## config.mk

```make
export PLATFORM = sky130hd
export DESIGN_NAME = tmr_period_match
export DESIGN_NICKNAME = d
export VERILOG_FILES = /design/src/rtl/tmr_pkg.sv /design/src/rtl/tmr_prescaler.sv /design/src/rtl/tmr_counter.sv /design/src/rtl/tmr_postscaler.sv /design/src/rtl/tmr_period_match.sv
export SDC_FILE = /design/constraint.sdc
export NUM_CORES = 1
export LEC_CHECK = 0
export BUFFER_PORTS_ARGS = -buffer_cell sky130_fd_sc_hd__buf_4
export CAP_MARGIN = 10
export CORE_MARGIN = 4
export CORE_UTILIZATION = 55
export DETAILED_ROUTE_END_ITERATION = 7
export HOLD_SLACK_MARGIN = 0.03
export PLACE_DENSITY = 0.84
export SLEW_MARGIN = 0
export SYNTH_ARGS = -nofsm -noshare
export SYNTH_HDL_FRONTEND = slang
export SYNTH_SLANG_ARGS = --single-unit
```

## constraint.sdc

```tcl
create_clock -name clk_i -period 2.92 [get_ports clk_i]
set_clock_uncertainty 0.15 [all_clocks]
set_input_delay 0.146 -clock clk_i [delete_from_list [all_inputs] [get_ports clk_i]]
set_output_delay 0.146 -clock clk_i [all_outputs]
set_load 0.1 [all_outputs]
```

## src/rtl/tmr_pkg.sv

```systemverilog
package tmr_pkg;
  localparam int unsigned DW = 8;
  localparam int unsigned AW = 2;
  localparam logic [AW-1:0] ADDR_CTRL = 2'd0;
  localparam logic [AW-1:0] ADDR_CNT  = 2'd1;
  localparam logic [AW-1:0] ADDR_PER  = 2'd2;

  typedef struct packed {
    logic [3:0] post_sel;
    logic       run;
    logic [1:0] pre_sel;
  } ctrl_t;
endpackage

```

## src/rtl/tmr_prescaler.sv

```systemverilog
module tmr_prescaler #(
  parameter int unsigned MID_LOG2 = 2,
  parameter int unsigned MAX_LOG2 = 4
) (
  input  logic       clk_i,
  input  logic       rst_ni,
  input  logic       clr_i,
  input  logic       tick_i,
  input  logic [1:0] sel_i,
  output logic       step_o
);
  localparam int unsigned CW = MAX_LOG2;
  localparam logic [CW-1:0] LIM_MID = CW'((1 << MID_LOG2) - 1);
  localparam logic [CW-1:0] LIM_MAX = CW'((1 << MAX_LOG2) - 1);

  logic [CW-1:0] cnt_q, limit;

  always_comb begin
    unique case (sel_i)
      2'b00:   limit = '0;
      2'b01:   limit = LIM_MID;
      default: limit = LIM_MAX;
    endcase
  end

  assign step_o = tick_i && !clr_i && (cnt_q == limit);

  always_ff @(posedge clk_i or negedge rst_ni) begin
    if (!rst_ni)     cnt_q <= '0;
    else if (clr_i)  cnt_q <= '0;
    else if (tick_i) cnt_q <= (cnt_q == limit) ? '0 : cnt_q + 1'b1;
  end


  pre_bound_chk: assert property (@(posedge clk_i) disable iff (!rst_ni)
    cnt_q <= limit);
endmodule

```

## src/rtl/tmr_counter.sv

```systemverilog
module tmr_counter #(
  parameter int unsigned W = 8
) (
  input  logic         clk_i,
  input  logic         rst_ni,
  input  logic         load_i,
  input  logic [W-1:0] load_val_i,
  input  logic         step_i,
  input  logic [W-1:0] period_i,
  output logic [W-1:0] cnt_o,
  output logic         match_evt_o,
  output logic         match_o
);
  logic [W-1:0] cnt_q;
  logic         match_q;

  assign match_evt_o = step_i && !load_i && (cnt_q == period_i);
  assign cnt_o       = cnt_q;
  assign match_o     = match_q;

  always_ff @(posedge clk_i or negedge rst_ni) begin
    if (!rst_ni) begin
      cnt_q   <= '0;
      match_q <= 1'b0;
    end else begin
      match_q <= match_evt_o;
      if (load_i)           cnt_q <= load_val_i;
      else if (match_evt_o) cnt_q <= '0;
      else if (step_i)      cnt_q <= cnt_q + 1'b1;
    end
  end


  load_wins_chk: assert property (@(posedge clk_i) disable iff (!rst_ni)
    load_i |=> cnt_q == $past(load_val_i));

  match_zero_chk: assert property (@(posedge clk_i) disable iff (!rst_ni)
    match_q |-> cnt_q == '0);
endmodule

```

## src/rtl/tmr_postscaler.sv

```systemverilog
module tmr_postscaler #(
  parameter int unsigned SW = 4
) (
  input  logic          clk_i,
  input  logic          rst_ni,
  input  logic          clr_i,
  input  logic          match_i,
  input  logic [SW-1:0] sel_i,
  input  logic          irq_clr_i,
  output logic          irq_o
);
  logic [SW-1:0] cnt_q;
  logic          irq_q, done;

  assign done  = match_i && !clr_i && (cnt_q == sel_i);
  assign irq_o = irq_q;

  always_ff @(posedge clk_i or negedge rst_ni) begin
    if (!rst_ni)      cnt_q <= '0;
    else if (clr_i)   cnt_q <= '0;
    else if (match_i) cnt_q <= done ? '0 : cnt_q + 1'b1;
  end

  always_ff @(posedge clk_i or negedge rst_ni) begin
    if (!rst_ni)        irq_q <= 1'b0;
    else if (done)      irq_q <= 1'b1;
    else if (irq_clr_i) irq_q <= 1'b0;
  end


  irq_sticky_chk: assert property (@(posedge clk_i) disable iff (!rst_ni)
    (irq_q && !irq_clr_i) |=> irq_q);

  irq_cause_chk: assert property (@(posedge clk_i) disable iff (!rst_ni)
    $rose(irq_q) |-> $past(match_i));
endmodule

```

## src/rtl/tmr_period_match.sv

```systemverilog
module tmr_period_match
  import tmr_pkg::*;
(
  input  logic          clk_i,
  input  logic          rst_ni,
  input  logic          tick_i,
  input  logic          wr_en_i,
  input  logic [AW-1:0] wr_addr_i,
  input  logic [DW-1:0] wr_data_i,
  input  logic [AW-1:0] rd_addr_i,
  output logic [DW-1:0] rd_data_o,
  input  logic          irq_clr_i,
  output logic          irq_o,
  output logic          match_o
);
  ctrl_t         ctrl_q;
  logic [DW-1:0] period_q, cnt;
  logic          wr_ctrl, wr_cnt, wr_per, clr_scale, pre_tick, step, match_evt;

  assign wr_ctrl   = wr_en_i && (wr_addr_i == ADDR_CTRL);
  assign wr_cnt    = wr_en_i && (wr_addr_i == ADDR_CNT);
  assign wr_per    = wr_en_i && (wr_addr_i == ADDR_PER);
  assign clr_scale = wr_ctrl || wr_cnt;
  assign pre_tick  = tick_i && ctrl_q.run;

  always_ff @(posedge clk_i or negedge rst_ni) begin
    if (!rst_ni) begin
      ctrl_q   <= '0;
      period_q <= '1;
    end else begin
      if (wr_ctrl) ctrl_q   <= ctrl_t'(wr_data_i[$bits(ctrl_t)-1:0]);
      if (wr_per)  period_q <= wr_data_i;
    end
  end

  tmr_prescaler u_pre (
    .clk_i, .rst_ni,
    .clr_i  (clr_scale),
    .tick_i (pre_tick),
    .sel_i  (ctrl_q.pre_sel),
    .step_o (step)
  );

  tmr_counter #(.W(DW)) u_cnt (
    .clk_i, .rst_ni,
    .load_i      (wr_cnt),
    .load_val_i  (wr_data_i),
    .step_i      (step),
    .period_i    (period_q),
    .cnt_o       (cnt),
    .match_evt_o (match_evt),
    .match_o     (match_o)
  );

  tmr_postscaler #(.SW($bits(ctrl_q.post_sel))) u_post (
    .clk_i, .rst_ni,
    .clr_i     (clr_scale),
    .match_i   (match_evt),
    .sel_i     (ctrl_q.post_sel),
    .irq_clr_i (irq_clr_i),
    .irq_o     (irq_o)
  );

  always_comb begin
    unique case (rd_addr_i)
      ADDR_CTRL: rd_data_o = DW'(ctrl_q);
      ADDR_CNT:  rd_data_o = cnt;
      ADDR_PER:  rd_data_o = period_q;
      default:   rd_data_o = '0;
    endcase
  end


  hold_off_chk: assert property (@(posedge clk_i) disable iff (!rst_ni)
    (!(tick_i && ctrl_q.run) && !wr_cnt) |=> $stable(cnt));

  ctrl_keeps_cnt_chk: assert property (@(posedge clk_i) disable iff (!rst_ni)
    (wr_ctrl) |=> $stable(cnt));
endmodule

```

; ---- Word-level counts from Yosys, hierarchy flattened
; Index checks and enable logic that the tools add are counted.
; W data, S select, Z words.
[op_classes]
add_sub_neg = 3
eq_ne = 8
muxes = 13
reduce_logical = 20
[ops]
columns = operator, count
row1 = $mux W4, 6
row2 = $mux W8, 3
row3 = $pmux W8 S3, 1
row4 = $logic_and A1 B1 Y1, 10
row5 = $add A4 B1 Y4 const B, 2
row6 = $add A8 B1 Y8 const B, 1
row7 = $eq A4 B4 Y1, 2
row8 = $eq A8 B8 Y1, 1
row9 = $pmux W4 S2, 1
row10 = $eq A2 B1 Y1 const B, 3
row11 = $logic_not A2 Y1, 3
row12 = $reduce_bool A2 Y1, 3
row13 = $eq A2 B2 Y1 const B, 2
row14 = $reduce_bool A3 Y1, 1
row15 = $logic_not A1 Y1, 2
row16 = $mux W1, 2
row17 = $logic_or A1 B1 Y1, 1
[word_totals]
reg_bits = 33
input_bits = 17
output_inout_bits = 10
word_cells = 53

; ---- Logic depth before layout (Yosys ltp)
; Gate-level depths: netlist of run 1.
[depth]
depth_word = 13
depth_mapped = 7
mapped_depth_nobuf = 6

; ---- Modules after synthesis
; Synthesis of run 1 repeated with hierarchy kept, for this count alone.
[unflattened]
cells_unflattened = 179
area_unflattened_um2 = 1929.4
[modules_own_cells]
columns = module, n_inst, cells_each, area_per_inst_um2, seq_area_each_um2
row1 = tmr_period_match, 1, 55, 770.7, 385.4
row2 = tmr_counter, 1, 64, 615.6, 225.2
row3 = tmr_postscaler, 1, 31, 287.8, 125.1
row4 = tmr_prescaler, 1, 29, 255.2, 100.1

; ---- Worst setup path before layout of run 1
; Ideal clock, no wire load.
[synth_path]
path_type = input to output
from = in rd_addr_i[0]
to = out rd_data_o[0]
arrival_time_ns = 2.749
required_time_ns = 2.624
slack_ns = -0.125
cell_stages = 3
n_path_buf = 1
path_cell_list = clkbuf_1 > mux2i_1 > o21ai_0
[synth_via]
elab_chain_cells = 2
elab_cells_between_ends = 4
classes_between = eq/ne (2) / mux (1) / reduce/logical (1)
[synth_rtl]
columns = element, line_no
row1 = from (decl), tmr_period_match.sv:10  ; input logic [AW-1:0] rd_addr_i,
row2 = $eq A2 B2 Y1 (tied with other cells), tmr_period_match.sv:65  ; unique case (rd_addr_i)
row3 = $pmux W8 S3 *, tmr_period_match.sv:65
row4 = to (decl), tmr_period_match.sv:11  ; output logic [DW-1:0] rd_data_o,
; Every way passes the cells marked *; elsewhere a longest branch is shown, timed or not.

; ---- Worst setup path after layout of run 1
[layout_path]
from = reg u_cnt.cnt_q[2], in the netlist u_cnt.cnt_o[2]
to = reg u_post.cnt_q[1]
[layout_via]
elab_chain_cells = 7
elab_cells_between_ends = 8
classes_between = eq/ne (1) / mux (3) / reduce/logical (4)
[layout_rtl]
columns = element, line_no
row1 = from (decl), tmr_counter.sv:14  ; logic [W-1:0] cnt_q;
row2 = from (signal assigned), tmr_counter.sv:27  ; if (load_i) cnt_q <= load_val_i;
row3 = from (signal assigned), tmr_counter.sv:29  ; else if (step_i) cnt_q <= cnt_q + 1'b1;
row4 = $eq A8 B8 Y1 *, tmr_counter.sv:17  ; assign match_evt_o = step_i && !load_i && (cnt_q == period_i);
row5 = $logic_and A1 B1 Y1 *, tmr_counter.sv:17
row6 = net match_evt, tmr_period_match.sv:18  ; logic wr_ctrl, wr_cnt, wr_per, clr_scale, pre_tick, step, match_evt;
row7 = $logic_and A1 B1 Y1 (2 in series), tmr_postscaler.sv:15  ; assign done = match_i && !clr_i && (cnt_q == sel_i);
row8 = $mux W4 (2 in series), tmr_postscaler.sv:21  ; else if (match_i) cnt_q <= done ? '0 : cnt_q + 1'b1;
row9 = $mux W4, tmr_postscaler.sv:20  ; else if (clr_i) cnt_q <= '0;
row10 = to (signal assigned), tmr_postscaler.sv:21
row11 = to (decl), tmr_postscaler.sv:12  ; logic [SW-1:0] cnt_q;
; The timed path passes the listed nets; every way through them passes the cells marked *. The select of a mux whose other input is x is not followed.
; A chain may end at the register's enable or synchronous reset.

==> impl_metrics.yaml, run 1 <==
synth:
  ys_seq_area_share_pct: 44.0
  synthesis.area_per_instance_um2: 9.90
  synth-seq-cells: 33
  synthesis.area_um2: 1900
  synth.distinct_cells: 38
  synthesis.instances: 192
  synthesis.nets: 212
  fraction_of_registers_with_async_set_or_reset_after_synthesis_pct: 100
  synth_enable_flop_cells: 0
  yosysWarnings: 0
  dominantRegCellSynth: "sky130_fd_sc_hd__dfrtp_1"
sta:
  post-route-period-util_pct: 75.5
  final_critical_path_setup_slack_ps: 714
  slew_headroom_pct: 49.0
  maxClockFrequency_mhz: 453
  rsz0062_at_grt: "no"
  post-route-min-period_ps: 2210
  fin_setup_tns_ps: 0
  finalSetupViolations: 0
  timing_max_transition_violations_final: 0
  tightest_slew_ps: 763
  final-hold-violation-count: 0
clock_tree:
  cts_tree: "built"
  clock-root-buffer: "sky130_fd_sc_hd__clkbuf_4"
  clock_buffers_created_by_tritoncts: 5
  clkTransAtPathRegs_ps: 100
  clk_latency_ps: 330
  cts-htree-levels: 2
  cts_resizes: 0
  longest_clk_path_bufs: 2
  numClockSinks: 33
critical_path:
  wp_data_required_ps: 3040
  arrival_ps: 2320
  reg2reg_setup_slack_ps: 710
  criticalPathCategory: "reg -> reg"
  r2r_depth: 5
  timing.critical_path.fanout_max: 17
  regToRegStartpoint: "u_cnt.cnt_o[2]"
  critPathCaptureType: "flop"
  regToRegEndpoint: "u_post.cnt_q[1]"
  critPathLaunchType: "flop"
die:
  vertical_extent_of_the_die_um: 66.8
  floorplan.die.width_um: 66.8
  core_area_um2: 3340
  io_pins: 27
  initial_core_utilization_pct: 57.0
  die_area_um2: 4460
  rows: 21
power:
  p_leak_nw: 0.989
  power_per_cell_area_nw_per_um2: 636
  vdd.ir_drop.worst_mv: 0.284
  finalPower_mw: 1.46
route:
  route.antenna.remaining_nets: 0
  drt_iter0_drc: 86
  dr.pass1.iters: 4
  wire_per_inst_um: 15.5
  wirelength_um: 4290
  avgViaCountPerCell: 5.76
  dr_total_vias: 1589
  route.detailed.drc: 0
flow_run:
  max-cap-violations: 0
finish:
  share_of_post_route_cells_with_drive_strength_above_1_pct: 26.5
  number_of_fillers_in_the_final_layout: 268
  final-seq-area_um2: 836
  multi_input_area_um2: 1020
  post_layout_net_count: 249
  area_delta_synth_final_pct: 20.9
  fin_util_pct: 68.9
  antenna_cells: 0
placed_design:
  place.gp.congestion: 0.854
  pre_cts_ws_ps: 770
  port_buffers: 26
  detailed_place_hpwl_um: 2970
hold_path:
  min-delay-start: "wr_addr_i[1]"
  worst_hold_path_type: "in -> reg"
  whs_path_cells: 3
  hold-path-endpoint: "u_pre.cnt_q[1]"
status:
  run_status: "complete, no violations"
global_route:
  grt_pass1_wl_um: 6980
  global_route.usage.total_pct: 21.2
  pin_count_of_the_biggest_net_entering_global_routing: 34
  overflow: 0
  via_count_of_the_first_global_routing_pass: 1462
  grt_antenna_before_repair: 0
-- routing by layer --
layer	GRT usage, %	routed length (um)
met5	0	0
met4	8.38	102
met3	5.90	269
met2	32.5	2000
met1	28.1	1920
-- power by group --
part / leakage (nW) / internal, mW / switching [mW]
Sequential: 0.405 / 0.557 / 0.118
Clock: 0.0326 / 0.119 / 0.151
Combinational: 0.551 / 0.194 / 0.323
-- worst max path at each step --
| stage | slack, ps | from | to |
|---|---|---|---|
| after floorplan | 630 | rd_addr_i[0] | rd_data_o[0] |
| after global placement | 760 | u_cnt.cnt_o[2] | u_post.cnt_q[1] |
| after detailed placement | 770 | period_q[2] | u_post.cnt_q[1] |
| after CTS | 750 | period_q[2] | u_post.cnt_q[1] |
| after global routing | 540 | u_cnt.cnt_o[2] | u_post.cnt_q[1] |
| final | 710 | u_cnt.cnt_o[2] | u_post.cnt_q[1] |
-- placed cells by master, fill, tap and decap left out, types with 4 or more instances in the layout --
master and instances:
sky130_fd_sc_hd__mux2i_1 8, sky130_fd_sc_hd__nand2b_1 4, sky130_fd_sc_hd__nand2_1 24, sky130_fd_sc_hd__dfstp_2 8, sky130_fd_sc_hd__dlygate4sd3_1 11, sky130_fd_sc_hd__o21ai_0 5
sky130_fd_sc_hd__xor2_1 13, sky130_fd_sc_hd__dfrtp_1 25, sky130_fd_sc_hd__nor4_1 4, sky130_fd_sc_hd__buf_4 27, sky130_fd_sc_hd__mux2_2 15, sky130_fd_sc_hd__nor2_1 8
sky130_fd_sc_hd__o21ai_1 9, sky130_fd_sc_hd__nand3_1 16, sky130_fd_sc_hd__a22oi_1 5, sky130_fd_sc_hd__inv_1 4, sky130_fd_sc_hd__clkbuf_4 5
-- flip-flops by register name (all words and copies together) (netlist names) --
name,count
ctrl_q,7
u_cnt.match_o,1
u_post.irq_o,1
period_q,8
u_cnt.cnt_o,8
u_post.cnt_q,4
u_pre.cnt_q,4
-- cell usage after synthesis (all sizes together) (3+ instances only) --
cell / count / area [um^2]
nand2: 24 / 90.1
mux2: 15 / 169
xor2: 13 / 114
ha: 3 / 37.5
a22oi: 5 / 37.5
nand2b: 4 / 25.0
clkbuf: 7 / 26.3
nand4: 3 / 18.8
dfstp: 8 / 210
mux2i: 8 / 80.1
inv: 4 / 15.0
dfrtp: 25 / 626
o211ai: 3 / 22.5
or3: 3 / 23.8
or2: 3 / 18.8
nand3: 16 / 80.1
nor2: 8 / 30.0
o21ai: 14 / 70.1
nor4: 4 / 25.0
-- timing repair --
item | in CTS | in global routing
buffers inserted | 0 | 0
hold endpoints to repair | 58 | 0
hold buffers | 11 | 0
setup endpoints to repair | 0 | 0
-- layout make-up --
cell class	count	share of cell area, %
Clock buffer	8	2.56
Inverter	4	0.653
Multi-Input combinational cell	147	44.3
Sequential cell	33	36.4
Tap cell	46	2.50
Timing Repair Buffer	38	13.6
-- through the flow --
stage               hold WS [ps]  area (um^2)  std cells
floorplan                   -300         1900        192
global placement           -41.6         2130        257
detailed placement         -42.7         2130        257
CTS                         49.9         2300        276
global route                88.4         2300        276
finish                      77.0         2300        276
-- cell families after synthesis --
group                    count (synthesis)  synth area share (%)
AO/OA/AOI/OAI                           33                  12.4
XOR/XNOR                                14                  6.45
adder cells (fa/ha/maj)                  3                  1.98
buffers and inverters                   12                  2.44
flip-flops                              33                  44.0
multiplexers                            23                  13.1
AND/OR/NAND/NOR                         74                  19.6
-- worst max-delay path: stages, from the launching register on --
cell and delay, ps:
sky130_fd_sc_hd__dfrtp_1 470, sky130_fd_sc_hd__xor2_1 180, sky130_fd_sc_hd__nor4_1 320, sky130_fd_sc_hd__nand2_1 370
sky130_fd_sc_hd__nor2_1 430, sky130_fd_sc_hd__mux2i_1 220
Note: power is estimated with default switching activity, not from simulation.
==> inputs of run 2 (changes only) <==
==> constraint.sdc (replaced) <==
create_clock -name clk_i -period 2.1 [get_ports clk_i]
set_clock_uncertainty 0.15 [all_clocks]
set_input_delay 0.105 -clock clk_i [delete_from_list [all_inputs] [get_ports clk_i]]
set_output_delay 0.105 -clock clk_i [all_outputs]
set_load 0.1 [all_outputs]
==> run 2 against run 1 <==
Effect of this change:
- non-clock buffer count up 17
- first-iteration DRC count down 9.3%
- register-to-register slack worse by 610 ps
- sequential share of layout area down 2.8 points
- sequential power up 33%
- worst hold slack worse by 16 ps
- final area up 8.2%
- clock-buffer cell count unchanged
- largest power group unchanged
==> impl_metrics.yaml, run 2 (synthesis results as in run 1) <==
sta:
  post-route-period-util_pct: 95.1
  final-hold-violation-count: 0
  holdWs_ps: 61.4
  post-route-min-period_ps: 2000
  fin_setup_tns_ps: 0
  final_critical_path_setup_slack_ps: 103
  finalSetupViolations: 0
  maxClockFrequency_mhz: 501
  timing_max_transition_violations_final: 0
  slew_headroom_pct: 56.3
  rsz0062_at_grt: "no"
  tightest_slew_ps: 654
power:
  power_per_cell_area_nw_per_um2: 861
  power.combinational.fraction_pct: 40.6
  seqPwrFrac_pct: 42.1
  p_leak_nw: 1.09
  power_switching_share_pct: 40.0
  finalPower_mw: 2.14
  net-switching-power_mw: 0.856
  vdd.ir_drop.worst_mv: 0.599
  cell_internal_pwr_mw: 1.28
  clock_power_share_pct: 17.4
die:
  die_area_um2: 4460
  io_pins: 27
  floorplan.die.width_um: 66.8
  core_area_um2: 3340
  rows: 21
  initial_core_utilization_pct: 57.0
  vertical_extent_of_the_die_um: 66.8
finish:
  final_common_cell: "sky130_fd_sc_hd__buf_4"
  share_of_post_route_cells_with_drive_strength_above_1_pct: 36.4
  area_delta_synth_final_pct: 30.9
  layoutNonFillerInstCount: 293
  post_layout_net_count: 266
  most-common-layout-cells: "sky130_fd_sc_hd__buf_4, sky130_fd_sc_hd__dfrtp_1, sky130_fd_sc_hd__nand2_1"
  fin_util_pct: 74.5
  design_area_um2: 2490
  antenna_cells: 0
placed_design:
  placement.cell_area_um2: 2260
  port_buffers: 26
  place.gp.congestion: 0.843
  dp.cells: 271
  pre_cts_ws_ps: 6.21
  detailed_place_hpwl_um: 3200
clock_tree:
  clock_buffers_created_by_tritoncts: 5
  clkTransAtPathRegs_ps: 100
  clk_latency_ps: 340
  longest_clk_path_bufs: 2
  cts-htree-levels: 2
  numClockSinks: 33
  cts_tree: "built"
  clock-root-buffer: "sky130_fd_sc_hd__clkbuf_4"
global_route:
  pin_count_of_the_biggest_net_entering_global_routing: 34
  grt_pass1_wl_um: 7560
  grt_antenna_before_repair: 0
  overflow: 0
  global_route.usage.total_pct: 23.0
  via_count_of_the_first_global_routing_pass: 1628
critical_path:
  r2r_depth: 5
  crit_path_end: "u_post.cnt_q[0]"
  wp_data_required_ps: 2220
  critPathLaunchType: "flop"
  regToRegEndpoint: "u_post.cnt_q[0]"
  worstSetupStartpoint: "ctrl_q[0]"
  critPathCaptureType: "flop"
  reg2reg_setup_slack_ps: 100
  timing.critical_path.fanout_max: 4
  arrival_ps: 2120
  regToRegStartpoint: "ctrl_q[0]"
  criticalPathCategory: "reg -> reg"
route:
  route.antenna.remaining_nets: 0
  route.detailed.drc: 0
  wire_per_inst_um: 15.3
  dr.pass1.iters: 4
  avgViaCountPerCell: 5.71
  dr_total_vias: 1674
  wirelength_um: 4500
  drt_iter0_drc: 78
status:
  run_status: "complete, no violations"
hold_path:
  worst_hold_path_type: "in -> reg"
flow_run:
  max-cap-violations: 0
run 2: worst max-delay path: stages, from the launching register on:
cell and delay [ps]:
sky130_fd_sc_hd__dfrtp_1 390, sky130_fd_sc_hd__or3_4 400, sky130_fd_sc_hd__a2111oi_4 370, sky130_fd_sc_hd__nor2_2 100, sky130_fd_sc_hd__or3_4 400, sky130_fd_sc_hd__o21ai_1 120
run 2: worst min-delay path by stage:
stage                  from               to  slack (ps)  depth (start not counted)
2_1_floorplan        rst_ni        ctrl_q[0]        -340                          0
3_3_place_gp         rst_ni        ctrl_q[5]         -80                          1
3_5_place_dp         rst_ni        ctrl_q[5]         -80                          1
4_1_cts             wr_en_i  u_post.cnt_q[1]          40                          4
5_1_grt        wr_addr_i[0]        ctrl_q[2]          60                          3
6_report       wr_addr_i[0]        ctrl_q[2]          60                          3
run 2: per-layer routing:
| metal | track usage (%) | vias to the layer above | share of wire [%] | wire length, um |
|---|---|---|---|---|
| met5 | 0 | - | 0 | 0 |
| met4 | 8.88 | 0 | 1.6 | 70 |
| met3 | 5.56 | 7 | 4.5 | 202 |
| met2 | 39.1 | 41 | 51 | 2270 |
| met1 | 27.9 | 818 | 43 | 1950 |
| li1 | - | 808 | - | - |
run 2: power by group through the flow:
stage | sequential, mW | clock (mW) | combinational [mW]
2_1_floorplan | 0.880 | 0 | 0.603
3_3_place_gp | 0.903 | 0 | 0.815
3_5_place_dp | 0.910 | 0 | 0.834
4_1_cts | 0.898 | 0.381 | 0.860
5_1_grt | 0.919 | 0.405 | 0.945
6_report | 0.900 | 0.372 | 0.869
run 2: final cells by class:
cell class	count	area [um^2]
sequential	33	836
inverter	4	15.0
timing repair buffer	55	443
clock buffer	8	58.8
fill	260	850
tap	46	57.6
multi-input combinational	147	1080
run 2: repair_timing:
item	4_1_cts	5_1_grt
hold buffers	12	0
endpoints found under the setup margin	1	9
pin swaps	1	2
resized for setup	1	5
endpoints found under the hold margin	58	0
setup buffers	0	2
gates cloned	0	0
